`src/rtl/ep_mode_pkg.sv`:
```
package ep_mode_pkg;
  localparam int EP_COUNT = 2;
  localparam int SEL_W = (EP_COUNT > 1) ? $clog2(EP_COUNT) : 1;
  localparam int MODE_W = 4;

  localparam logic [MODE_W-1:0] MODE_DISABLED = 4'd0;
  localparam logic [MODE_W-1:0] MODE_NAK_IN   = 4'd1;
  localparam logic [MODE_W-1:0] MODE_ACK_IN   = 4'd2;
  localparam logic [MODE_W-1:0] MODE_NAK_OUT  = 4'd3;
  localparam logic [MODE_W-1:0] MODE_ACK_OUT  = 4'd4;

  localparam logic [1:0] RES_ACK   = 2'd0;
  localparam logic [1:0] RES_NAK   = 2'd1;
  localparam logic [1:0] RES_STALL = 2'd2;

  typedef struct packed {
    logic             stall;
    logic             nakIe;
    logic             ackSeen;
    logic [MODE_W-1:0] mode;
  } epState_t;

  typedef struct packed {
    logic [EP_COUNT-1:0] fwLoad;
    logic [EP_COUNT-1:0] sieLoad;
    logic [EP_COUNT-1:0] ackSet;
  } epStrobe_t;
endpackage

```
`src/rtl/ep_mode_ctrl.sv`:
```
module ep_mode_ctrl
  import ep_mode_pkg::*;
(
  input  logic                clk,
  input  logic                rstN,
  input  logic                fwWrEn,
  input  logic [SEL_W-1:0]    fwSel,
  input  logic [EP_COUNT-1:0] sieWrEn,
  input  logic                txnDone,
  input  logic [SEL_W-1:0]    txnEp,
  input  logic [1:0]          txnResult,
  input  logic [EP_COUNT-1:0] nakIeVec,
  output epStrobe_t           strobes,
  output logic [EP_COUNT-1:0] epIrq
);
  // One shared update path: any SIE reload blocks every firmware write.
  logic sieBusy;
  logic fwGrant;
  logic [EP_COUNT-1:0] irqNext;

  assign sieBusy = |sieWrEn;
  assign fwGrant = fwWrEn && !sieBusy;

  for (genvar e = 0; e < EP_COUNT; e++) begin : g_ep
    logic hit;
    assign hit = txnDone && (txnEp == SEL_W'(e));
    assign strobes.sieLoad[e] = sieWrEn[e];
    assign strobes.fwLoad[e]  = fwGrant && (fwSel == SEL_W'(e));
    assign strobes.ackSet[e]  = hit && (txnResult == RES_ACK);
    assign irqNext[e] = hit && ((txnResult == RES_ACK) ||
                                ((txnResult == RES_NAK) && nakIeVec[e]));
  end

  always_ff @(posedge clk or negedge rstN) begin
    if (!rstN) epIrq <= '0;
    else       epIrq <= irqNext;
  end
endmodule

```
`src/rtl/ep_mode_datapath.sv`:
```
module ep_mode_datapath
  import ep_mode_pkg::*;
(
  input  logic                       clk,
  input  logic                       rstN,
  input  epStrobe_t                  strobes,
  input  logic [7:0]                 fwWdata,
  input  logic [SEL_W-1:0]           fwSel,
  input  logic [MODE_W*EP_COUNT-1:0] sieMode,
  output logic [7:0]                 rdData,
  output logic [EP_COUNT-1:0]        stallIn,
  output logic [EP_COUNT-1:0]        stallOut,
  output logic [EP_COUNT-1:0]        nakIeVec
);
  epState_t epReg [EP_COUNT];

  for (genvar e = 0; e < EP_COUNT; e++) begin : g_ep
    always_ff @(posedge clk or negedge rstN) begin
      if (!rstN) begin
        epReg[e] <= '0;
      end else begin
        if (strobes.sieLoad[e]) begin
          epReg[e].mode <= sieMode[e*MODE_W +: MODE_W];
        end else if (strobes.fwLoad[e]) begin
          epReg[e].stall <= fwWdata[7];
          epReg[e].nakIe <= fwWdata[5];
          epReg[e].mode  <= fwWdata[MODE_W-1:0];
        end
        // A completion's set outranks the clear caused by a firmware write.
        if (strobes.ackSet[e])      epReg[e].ackSeen <= 1'b1;
        else if (strobes.fwLoad[e]) epReg[e].ackSeen <= 1'b0;
      end
    end

    assign stallIn[e]  = epReg[e].stall && (epReg[e].mode == MODE_ACK_IN);
    assign stallOut[e] = epReg[e].stall && (epReg[e].mode == MODE_ACK_OUT);
    assign nakIeVec[e] = epReg[e].nakIe;
  end

  epState_t selReg;
  always_comb begin
    selReg = '0;
    for (int e = 0; e < EP_COUNT; e++)
      if (fwSel == SEL_W'(e)) selReg = epReg[e];
  end

  assign rdData = {selReg.stall, 1'b0, selReg.nakIe, selReg.ackSeen, selReg.mode};
endmodule

```
`src/rtl/ep_mode_regfile.sv`:
```
module ep_mode_regfile
  import ep_mode_pkg::*;
(
  input  logic        clk,
  input  logic        rstN,
  input  logic        fwWrEn,
  input  logic        fwSel,
  input  logic [7:0]  fwWdata,
  output logic [7:0]  rdData,
  input  logic [1:0]  sieWrEn,
  input  logic [7:0]  sieMode,
  input  logic        txnDone,
  input  logic        txnEp,
  input  logic [1:0]  txnResult,
  output logic [1:0]  stallIn,
  output logic [1:0]  stallOut,
  output logic [1:0]  epIrq
);
  epStrobe_t strobes;
  logic [EP_COUNT-1:0] nakIeVec;

  ep_mode_ctrl u_ctrl (
    .clk(clk), .rstN(rstN), .fwWrEn(fwWrEn), .fwSel(fwSel),
    .sieWrEn(sieWrEn), .txnDone(txnDone), .txnEp(txnEp),
    .txnResult(txnResult), .nakIeVec(nakIeVec),
    .strobes(strobes), .epIrq(epIrq)
  );

  ep_mode_datapath u_dp (
    .clk(clk), .rstN(rstN), .strobes(strobes), .fwWdata(fwWdata),
    .fwSel(fwSel), .sieMode(sieMode), .rdData(rdData),
    .stallIn(stallIn), .stallOut(stallOut), .nakIeVec(nakIeVec)
  );
endmodule

```
`config.mk`:
```
export PLATFORM = sky130hd
export DESIGN_NAME = ep_mode_regfile
export DESIGN_NICKNAME = d
export VERILOG_FILES = /design/src/rtl/ep_mode_pkg.sv /design/src/rtl/ep_mode_ctrl.sv /design/src/rtl/ep_mode_datapath.sv /design/src/rtl/ep_mode_regfile.sv
export SDC_FILE = /design/constraint.sdc
export NUM_CORES = 1
export LEC_CHECK = 0
export CAP_MARGIN = 5
export CORE_MARGIN = 2
export CORE_UTILIZATION = 44
export CTS_CLUSTER_SIZE = 25
export DETAILED_ROUTE_END_ITERATION = 16
export DONT_BUFFER_PORTS = 1
export MAX_ROUTING_LAYER = met4
export PLACE_DENSITY_LB_ADDON = 0.1
export RECOVER_POWER = 25
export SETUP_SLACK_MARGIN = 0.4
export SLEW_MARGIN = 10
export SYNTH_ARGS = -nofsm -noshare
export SYNTH_HDL_FRONTEND = slang
export SYNTH_SLANG_ARGS = --single-unit
export TNS_END_PERCENT = 100
```
`constraint.sdc`:
```
create_clock -name clk -period 2.76 [get_ports clk]
set_clock_uncertainty 0.2 [all_clocks]
set_input_delay 0.552 -clock clk [delete_from_list [all_inputs] [get_ports clk]]
set_output_delay 0.552 -clock clk [all_outputs]
set_load 0.05 [all_outputs]
```
==> results.md <==
* Outcome: complete, no violations
* Final Worst Setup Slack at 0.6746 ns
* Met1 Use GR at 20.09%
* Netlist cell types at 18
* Cell count after synthesis at 71
* Die X at 48.27 um
* Initial core utilization at 45.33%
* Most common cell in the synthesized netlist: dfrtp_1
* Slew HR at 30.45%
* Via-per-instance ratio at 5.686
* Final WL at 1.702 mm
* Hold Path Origin: txnEp
* Hold Vio Cnt, Final at 0
* # rows at 16
* Fillers at 192
* H-Tree Level Count at 1
* Leading area contributor after synthesis: dfrtp_1
* Number of flops mapped to enable cells by yosys at 0
* Mapped Area at 862.1 sq um
* Internal Power at 404.7 uW
* Pin count of the biggest net entering global routing at 17
* First DRT Iteration DRCs at 4
* Final critical-path required period at 2.085 ns
* RD Place Congestion at 0.7153
* Switching power at 207.0 uW
* Max-slew violation count at 0
* Clock tree buffer depth at 2
* Worst Hold Class: input pin to flip-flop
* Fmax at 479.5 MHz
* Core Box Area at 1902 sq um
* Post-synth top flop: dfrtp_1
* Initial antenna violation count at 0
* Layout cells sized above 1 at 33.33%
* RSZ-0062 raised after global routing: false
* Cts repair resizes at 0
* Mapped Nets at 97
* Worst endpoint required time at 2.01 ns
* DRC viols at 0
* Most frequent cells after synthesis: dfrtp_1 (16), nor3b_1 (12), mux2_2 (10)
* GRT overflow at 0
* Top-area cell type share of the netlist area at 46.44%
* First-pass DRT Iterations at 2
* Port Buf Inserts at 0
* Root buf cell: clkbuf_4
* Worst-path fanout max at 3
* Clk network pwr share at 24.4%
* Sum of negative setup slack at 0 ns
* Logic gate share of total power at 27.7%
* CP arrival at 1.33 ns
* First-pass GRT wire length at 2.580 mm
* Vias in the first global route at 591
* Post-route ant nets at 0
* Critical path type: flip-flop to output port
* GRT Resource Usage Total at 16.96%
* Clock slew seen by the registers of the worst setup and hold paths at 0.09 ns
* GRT met3 Usage at 6.296%
* Fin util at 49.14%
* Top Ports at 40
* Die Y-Extent at 48.27 um
* Num CTS Buffers at 3
* Worst VDD drop at 0.3796 mV
* FF-to-FF End: u_dp.epReg[10]
* Hold Crit Depth at 1
* GR Layer Usage met2 at 27.63%
* Top post-synthesis cells by area: dfrtp_1 (46%), mux2_2 (13%), nor3b_1 (10%), a221o_1 (8.1%), buf_6 (3.9%)
* Startpoint types: flip-flop
* Worst Reg2Reg Path Length in Cells at 2
* R2r startpoint: u_dp.epReg[10]
* Ant. Diodes at 0
* WL/cell at 16.69 um
* Vias after detailed routing at 580
* HPWL after DPL at 1.290 mm
* Flop pwr share at 47.9%
* Warnings, synthesis at 0
* Gr busiest metal: met2
* Tightest Pin Transition at 1.041 ns
* Fin nets at 102
* Endpoint, Worst Hold: u_ctrl.epIrq[0]
* Register-to-Register Setup Slack at 1.58 ns
* Avg Synthesized Cell Area at 12.14 sq um
* Final setup fails at 0
* LEAKAGE at 0.3851 nW
* Post-synthesis sequential area ratio at 46.44%
* TritonCTS clock tree: done
* Hold WS at 0.1436 ns
* Post-synthesis register bit count at 16
* Async S/R FF share, synth at 100.0%
* Power Dens Cells at 654.5 nW/um^2
* Sw frac at 33.84%
* Worst-skew pair later-pin latency at 0.28 ns
* Final period util at 75.56%
* Max cap viols at 0
* Crit end category: output port
* Clk sinks at 16
* Die area at 2330 sq um
* Area grow syn2layout at 8.418%
* Place WS at 0.8395 ns
==> cell type report <==
cell class / instances / area, sq um / area share [%]
multi-input combinational: 46 / 405.4 / 43.37
sequential: 16 / 400.4 / 42.84
timing repair buffer: 6 / 47.55 / 5.087
clock buffer: 4 / 36.28 / 3.882
tap: 27 / 33.78 / 3.614
inverter: 3 / 11.26 / 1.205
==> what timing repair did <==
action / in CTS / in global routing
hold buffers: 1 / 0
endpoints found under the hold margin: 16 / 0
buffers inserted: 0 / 0
==> critical path, stage by stage, from the launching register on <==
cell     delay, ns
dfrtp_1       0.40
nor2_1        0.15
nand2_1       0.11
nor3b_2       0.18
buf_4         0.21
==> power by group through the flow <==
stage	clock, mW	combinational [mW]	sequential, mW
global placement	0	0.164	0.299
floorplan	0	0.160	0.291
detailed placement	0	0.165	0.298
CTS	0.156	0.172	0.293
finish	0.149	0.170	0.293
global route	0.168	0.181	0.298
==> worst max-delay path by stage <==
stage	startpoint	end	slack, ns	cells after the start
after floorplan	fwSel	rdData[4]	0.61	2
after global placement	fwSel	u_dp.epReg[10]	0.83	3
after detailed placement	fwSel	u_dp.epReg[10]	0.84	3
after CTS	u_dp.epReg[10]	stallIn[0]	0.65	4
after global routing	u_dp.epReg[10]	stallIn[0]	0.53	4
final	u_dp.epReg[10]	stallIn[0]	0.67	4
==> per-layer routing <==
metal | share of wire, % | vias up
li1 | - | 271
met1 | 41 | 286
met2 | 50 | 21
met3 | 8.7 | 2
met4 | 0.71 | 0
met5 | 0 | -
==> stage by stage <==
step | power, mW | std cells | instance area (sq um)
after global routing | 0.6471 | 102 | 934.6
after global placement | 0.4622 | 97 | 897.1
after CTS | 0.6208 | 102 | 943.4
after detailed placement | 0.4637 | 97 | 897.1
final | 0.6117 | 102 | 934.6
after floorplan | 0.4506 | 71 | 882.1
==> layout by cell type (no fill, tap or decap), drive strengths merged <==
| cell type | n |
|---|---|
| dlygate4sd3 | 1 |
| buf | 5 |
| o32ai | 2 |
| nor3b | 12 |
| nand2 | 3 |
| clkbuf | 4 |
| nor2 | 2 |
| nor4b | 1 |
| and4bb | 1 |
| o21ai | 1 |
| nor3 | 2 |
| mux2 | 10 |
| inv | 3 |
| conb | 1 |
| a221o | 8 |
| nor2b | 2 |
| dfrtp | 16 |
| nand2b | 1 |
==> flip-flops by register name, indices dropped and copies added, names as in the netlist <==
signal / flops
u_ctrl.epIrq: 2
u_dp.epReg: 12
u_dp.nakIeVec: 2
==> logic make-up after synthesis <==
group / share of synthesized area (%)
AOI/OAI and AO/OA: 12.05
buffers and inverters: 7.837
DFF: 46.44
muxes: 13.06
other: 0.4350
and+or+nand+nor: 20.17
Power figures use the tool's default switching activity.
